## src/rtl/fwd_pkg.sv

```systemverilog
package fwd_pkg;
  typedef enum logic [1:0] {
    FWD_RF    = 2'b00,
    FWD_WB    = 2'b01,
    FWD_MEM   = 2'b10
  } fwd_sel_e;
endpackage

```

## src/rtl/fwd_hit.sv

```systemverilog
module fwd_hit #(
  parameter int REG_AW = 5
) (
  input  logic [REG_AW-1:0] src_i,
  input  logic [REG_AW-1:0] dst_i,
  input  logic              we_i,
  output logic              hit_o
);
  // register 0 is never a producer
  assign hit_o = we_i && (dst_i != '0) && (dst_i == src_i);
endmodule

```

## src/rtl/fwd_pick.sv

```systemverilog
module fwd_pick
  import fwd_pkg::*;
#(
  parameter int REG_AW = 5
) (
  input  logic [REG_AW-1:0] src_i,
  input  logic [REG_AW-1:0] near_rd_i,
  input  logic              near_we_i,
  input  logic [REG_AW-1:0] far_rd_i,
  input  logic              far_we_i,
  output fwd_sel_e          sel_o
);
  logic near_hit, far_hit;

  fwd_hit #(.REG_AW(REG_AW)) i_near (
    .src_i(src_i), .dst_i(near_rd_i), .we_i(near_we_i), .hit_o(near_hit)
  );
  fwd_hit #(.REG_AW(REG_AW)) i_far (
    .src_i(src_i), .dst_i(far_rd_i), .we_i(far_we_i), .hit_o(far_hit)
  );

  // younger producer wins
  always_comb begin
    if (near_hit)     sel_o = FWD_MEM;
    else if (far_hit) sel_o = FWD_WB;
    else              sel_o = FWD_RF;
  end
endmodule

```

## src/rtl/load_use_det.sv

```systemverilog
module load_use_det #(
  parameter int REG_AW = 5,
  parameter int N_SRC  = 2
) (
  input  logic [N_SRC-1:0][REG_AW-1:0] id_src_i,
  input  logic                         id_branch_i,
  input  logic [REG_AW-1:0]            ex_rd_i,
  input  logic                         ex_we_i,
  input  logic                         ex_load_i,
  input  logic [REG_AW-1:0]            mem_rd_i,
  input  logic                         mem_we_i,
  input  logic                         mem_load_i,
  output logic                         stall_o
);
  logic [N_SRC-1:0] ex_hit, mem_ld_hit, need_stall;

  for (genvar g = 0; g < N_SRC; g++) begin : g_src
    fwd_hit #(.REG_AW(REG_AW)) i_ex (
      .src_i(id_src_i[g]), .dst_i(ex_rd_i), .we_i(ex_we_i), .hit_o(ex_hit[g])
    );
    fwd_hit #(.REG_AW(REG_AW)) i_mem (
      .src_i(id_src_i[g]), .dst_i(mem_rd_i), .we_i(mem_we_i && mem_load_i),
      .hit_o(mem_ld_hit[g])
    );
    // load in EX: data too late for any ID consumer
    // branch in ID: compares before EX result or MEM load data exist
    assign need_stall[g] = (ex_hit[g] && ex_load_i)
                         || (id_branch_i && (ex_hit[g] || mem_ld_hit[g]));
  end

  assign stall_o = |need_stall;
endmodule

```

## src/rtl/hazard_fwd_unit.sv

```systemverilog
module hazard_fwd_unit
  import fwd_pkg::*;
#(
  parameter int REG_AW = 5
) (
  input  logic [REG_AW-1:0] id_rs1_i,
  input  logic [REG_AW-1:0] id_rs2_i,
  input  logic              id_branch_i,
  input  logic [REG_AW-1:0] ex_rs1_i,
  input  logic [REG_AW-1:0] ex_rs2_i,
  input  logic [REG_AW-1:0] ex_rd_i,
  input  logic              ex_we_i,
  input  logic              ex_load_i,
  input  logic [REG_AW-1:0] mem_rs2_i,
  input  logic [REG_AW-1:0] mem_rd_i,
  input  logic              mem_we_i,
  input  logic              mem_load_i,
  input  logic [REG_AW-1:0] wb_rd_i,
  input  logic              wb_we_i,
  output logic [1:0]        alu_a_sel_o,
  output logic [1:0]        alu_b_sel_o,
  output logic              st_data_sel_o,
  output logic [1:0]        br_a_sel_o,
  output logic [1:0]        br_b_sel_o,
  output logic              stall_o
);
  localparam int N_SRC = 2;

  logic [N_SRC-1:0][REG_AW-1:0] ex_src, id_src;
  fwd_sel_e [N_SRC-1:0]         alu_sel, br_sel;

  assign ex_src = {ex_rs2_i, ex_rs1_i};
  assign id_src = {id_rs2_i, id_rs1_i};

  for (genvar g = 0; g < N_SRC; g++) begin : g_op
    fwd_pick #(.REG_AW(REG_AW)) i_alu (
      .src_i(ex_src[g]), .near_rd_i(mem_rd_i), .near_we_i(mem_we_i),
      .far_rd_i(wb_rd_i), .far_we_i(wb_we_i), .sel_o(alu_sel[g])
    );
    fwd_pick #(.REG_AW(REG_AW)) i_br (
      .src_i(id_src[g]), .near_rd_i(mem_rd_i), .near_we_i(mem_we_i),
      .far_rd_i(wb_rd_i), .far_we_i(wb_we_i), .sel_o(br_sel[g])
    );
  end

  // store data in MEM can only be overtaken by WB
  fwd_hit #(.REG_AW(REG_AW)) i_st (
    .src_i(mem_rs2_i), .dst_i(wb_rd_i), .we_i(wb_we_i), .hit_o(st_data_sel_o)
  );

  load_use_det #(.REG_AW(REG_AW), .N_SRC(N_SRC)) i_lud (
    .id_src_i(id_src), .id_branch_i(id_branch_i),
    .ex_rd_i(ex_rd_i), .ex_we_i(ex_we_i), .ex_load_i(ex_load_i),
    .mem_rd_i(mem_rd_i), .mem_we_i(mem_we_i), .mem_load_i(mem_load_i),
    .stall_o(stall_o)
  );

  assign alu_a_sel_o = alu_sel[0];
  assign alu_b_sel_o = alu_sel[1];
  assign br_a_sel_o  = br_sel[0];
  assign br_b_sel_o  = br_sel[1];
endmodule

```

## config.mk

```make
export PLATFORM = sky130hd
export DESIGN_NAME = hazard_fwd_unit
export DESIGN_NICKNAME = d
export VERILOG_FILES = /design/src/rtl/fwd_pkg.sv /design/src/rtl/fwd_hit.sv /design/src/rtl/fwd_pick.sv /design/src/rtl/load_use_det.sv /design/src/rtl/hazard_fwd_unit.sv
export SDC_FILE = /design/constraint.sdc
export NUM_CORES = 1
export LEC_CHECK = 0
export ABC_CLOCK_PERIOD_IN_PS = 1200
export BUFFER_PORTS_ARGS = -buffer_cell sky130_fd_sc_hd__buf_4
export CORE_AREA = 3 3 56 58
export DETAILED_ROUTE_END_ITERATION = 12
export DIE_AREA = 0 0 59 61
export SLEW_MARGIN = 20
export SYNTH_ARGS = -nofsm -noshare
export SYNTH_HDL_FRONTEND = slang
export SYNTH_SLANG_ARGS = --single-unit
```

## constraint.sdc

```tcl
create_clock -name vclk -period 1.2
set_input_delay 0.06 -clock vclk [all_inputs]
set_output_delay 0.06 -clock vclk [all_outputs]
set_load 0.01 [all_outputs]
```

After elaboration in Yosys (flattened, before gate mapping)
Index checks and enable logic that the tools add are counted.

word-level totals
  output and inout port bits = 10
  register bits after elaboration = 0
  bits of input ports = 46
  logic and storage cells = 49

operators by class
  reductions and logical operators = 30
  multiplexer cells = 8
  equality and inequality tests = 11

operators by type and width
  operator             count
  equality test 5 bit  11
  logical AND 1 bit    22
  nonzero test 5 bit   3
  2-to-1 mux 2 bit     4
  logical OR 1 bit     4
  2-to-1 mux 1 bit     4
  OR reduction 2 bit   1

Longest topological paths before layout
  word-level depth = 7
  gate-level depth with buffers = 6
  mapped depth without buffers = 5

By module
Synthesis repeated with hierarchy kept, for this count alone.

unflattened totals
  cell total of the unflattened synthesis = 142
  area, all modules = 1098.6 µm²

by module, submodules not included
  module        cells an instance  instances  area each (µm²)  seq. area each (µm²)
  fwd_hit       10                 13         76.3             0.0
  fwd_pick      2                  4          21.3             0.0
  load_use_det  4                  1          21.3             0.0

Worst setup path after synthesis
No wires, ideal clock.

  path type = in2out
  start point = in mem_rd_i[2]
  end point = out alu_a_sel_o[0]
  arrival time = 1.348 ns
  data required time = 1.140 ns
  path buffers = 1
  stages on the path = 5
  path slack = -0.208 ns
  path through = buf_2 > or4_4 > o21ai_4 > nor4_1 > nor4_2

between the ends
  cells in the longest elaborated chain, start to end = 4
  elaborated cells between the ends (all ways) = 5
  those cells by class = 1 x eq/ne; 1 x mux; 3 x reduce/logical

ends and longest elaborated chain
  item                            line                   text
  from (decl)                     hazard_fwd_unit.sv:15  input logic [REG_AW-1:0] mem_rd_i,
  nonzero test 5 bit              fwd_hit.sv:10          assign hit_o = we_i && (dst_i != '0) && (dst_i == src_i);
  logical AND 1 bit               fwd_hit.sv:10
  logical AND 1 bit *             fwd_hit.sv:10
  net g_op[0].i_alu.i_near.hit_o  fwd_hit.sv:7           output logic hit_o
  2-to-1 mux 2 bit *              fwd_pick.sv:24         if (near_hit) sel_o = FWD_MEM;
  to (decl)                       hazard_fwd_unit.sv:20  output logic [1:0] alu_a_sel_o,

The timed path passes the listed nets; every way through them passes the cells marked *.

Worst setup path after layout
  start point = in mem_rd_i[1]
  end point = out alu_b_sel_o[0]

between the ends
  cells in the longest elaborated chain, start to end = 4
  elaborated cells between the ends (all ways) = 5
  those cells by class = 1 x eq/ne; 1 x mux; 3 x reduce/logical

ends and longest elaborated chain
  item                 line                   text
  nonzero test 5 bit   fwd_hit.sv:10
  logical AND 1 bit    fwd_hit.sv:10
  logical AND 1 bit *  fwd_hit.sv:10
  2-to-1 mux 2 bit *   fwd_pick.sv:24
  to (decl)            hazard_fwd_unit.sv:21  output logic [1:0] alu_b_sel_o,

Every way passes the cells marked *; elsewhere a longest branch is shown, timed or not.

==> results.yml <==
detailed_routing:
  dr.pass1.iters: 4
  drt_iter0_drc: 16
  wl_per_cell_um: 14.1
  wl_um: 2870
  drcViolationCount: 0
  postRouteAntennaNets: 0
  vias_per_cell: 4.66
  vias: 951
cells_and_area:
  fin_cells: 204
  final_common_cell: "buf_4"
  syn2layout_area_growth_pct: 90.9
  design.seq.count: 0
  design_area_um2: 1540
  num-clock-buffers: 0
  n_antenna_cell: 0
  drive_above_1_share_pct: 57.2
  layout_common_cells: "buf_4 (71), xor2_1 (33), xnor2_1 (22), buf_6 (12)"
  regArea_um2: 0
  final_nets: 221
placed_design:
  placed_cells: 202
  gp_congestion: 0.778
  place_area_um2: 1430
  io_buffers: 56
  dp_hpwl_um: 2510
floorplanning:
  dieArea_um2: 3600
  rows: 19
  start_util_pct: 29.8
  core_area_um2: 2710
  die_x_um: 59
  io_pins: 56
  die_h_um: 61
power:
  vdd_drop_max_mv: 0.183
  p_per_area_nw_per_um2: 351
  power.leakage_uw: 0.000669
  p_total_uw: 541
grt:
  grt_max_degree: 7
  gr-total-overflow: 0
  grt_usage_pct: 16.3
  grt_pass1_vias: 1055
  grt_pass1_wl_um: 4670
  antenna_found_initial: 0
logic_synthesis:
  yosysSeqAreaShare_pct: 0
  syn-num-nets: 149
  syn_inst: 103
  avgSynthCellArea_um2: 7.84
  yosys_warnings: 0
  synth.distinct_cells: 19
  syn_area_um2: 807
setup_path:
  critical_path_class: "input pin to output pin"
  arrival_ps: 1370
  critPathCaptureType: "output pin"
  crit_fanout: 4
  cp-start-kind: "input pin"
  cp_data_required_time_ps: 1140
timing:
  fmax_mhz: 700
  period_needed_ps: 1430
  slew_headroom_pct: 52.9
  finalSetupViolCount: 10
  layout_setup_ws_ps: -228
  finalMaxSlewViolations: 0
  hold_viol: 0
  period_share_pct: 119
  tightestPinTransition_ps: 701
  rsz0062_at_grt: "yes"
outcome:
  violations: "setup timing"
  status: "complete, but fails checks"
cts:
  ctsHoldBuffers: 0
hold_path:
  min_path_type: "input pin to output pin"
flow_run:
  cap_violations: 0
## cells in the mapped netlist
library cell | count | area (um2)
or4_1 | 6 | 45.0
nand2_1 | 2 | 7.51
o21ai_4 | 1 | 16.3
a31oi_1 | 1 | 6.26
nand3_1 | 6 | 30.0
xnor2_1 | 22 | 193
buf_4 | 4 | 30.0
nor4_2 | 4 | 50.1
nor2_1 | 2 | 7.51
or4_4 | 1 | 11.3
o221ai_1 | 1 | 8.76
nor3_1 | 4 | 20.0
o32ai_1 | 1 | 8.76
o21ai_1 | 1 | 5.00
buf_6 | 1 | 11.3
nor4_1 | 4 | 25.0
clkbuf_1 | 2 | 7.51
xor2_1 | 33 | 289
buf_2 | 7 | 35.0
## report_power, final
group / leakage, uW / switching (uW) / internal, uW
clock: 0 / 0 / 0
sequential: 0 / 0 / 0
combinational: 0.000669 / 234 / 307
## metrics by stage
| stage | setup TNS, ps | hold slack (ps) | setup WS [ps] | utilization [%] |
|---|---|---|---|---|
| after global routing | -2250 | 532 | -266 | 56.8 |
| final | -1790 | 505 | -228 | 56.8 |
| after global placement | -1650 | 479 | -223 | 52.8 |
| after detailed placement | -2020 | 476 | -257 | 52.8 |
| after floorplan | -526 | 255 | -104 | - |
| after CTS | -1790 | 476 | -219 | 56.4 |
## worst max-delay path, stage by stage
cell and delay [ps]:
buf_6 90, or4_4 530, o21ai_4 210, nor4_1 140, nor4_4 170, buf_4 160
## logic make-up (layout without fill, tap and decap cells)
logic type / count (synthesis) / count (layout) / synth area share [%]
buf+inv: 14 / 84 / 10.4
simple gates: 29 / 29 / 24.3
xor+xnor: 55 / 55 / 59.7
compound gates: 5 / 5 / 5.58
## cell type report
| class | instances | area [um2] |
|---|---|---|
| multi-input combinational | 89 | 813 |
| timing repair buffer | 84 | 688 |
| fill | 265 | 1170 |
| tap | 31 | 38.8 |
## what timing repair did
item                                    in CTS  in global routing
setup buffers                                2                  0
pin swaps                                    5                  2
gates resized for setup                     19                  2
endpoints found under the setup margin      10                 10
## routing by layer
metal,up-vias,routed length (um),GRT usage [%]
met5,-,0,0
met4,0,0,1.29
met3,0,159,1.49
met2,33,1480,30.6
met1,430,1230,20.8
li1,488,-,-
## worst paths after layout
| check | from | depth (start not counted) | to | slack [ps] |
|---|---|---|---|---|
| setup / recovery | mem_rd_i[1] | 6 | alu_b_sel_o[0] | -230 |
| hold / removal | mem_rs2_i[2] | 5 | st_data_sel_o | 500 |
(Power assumes the default switching activity.)
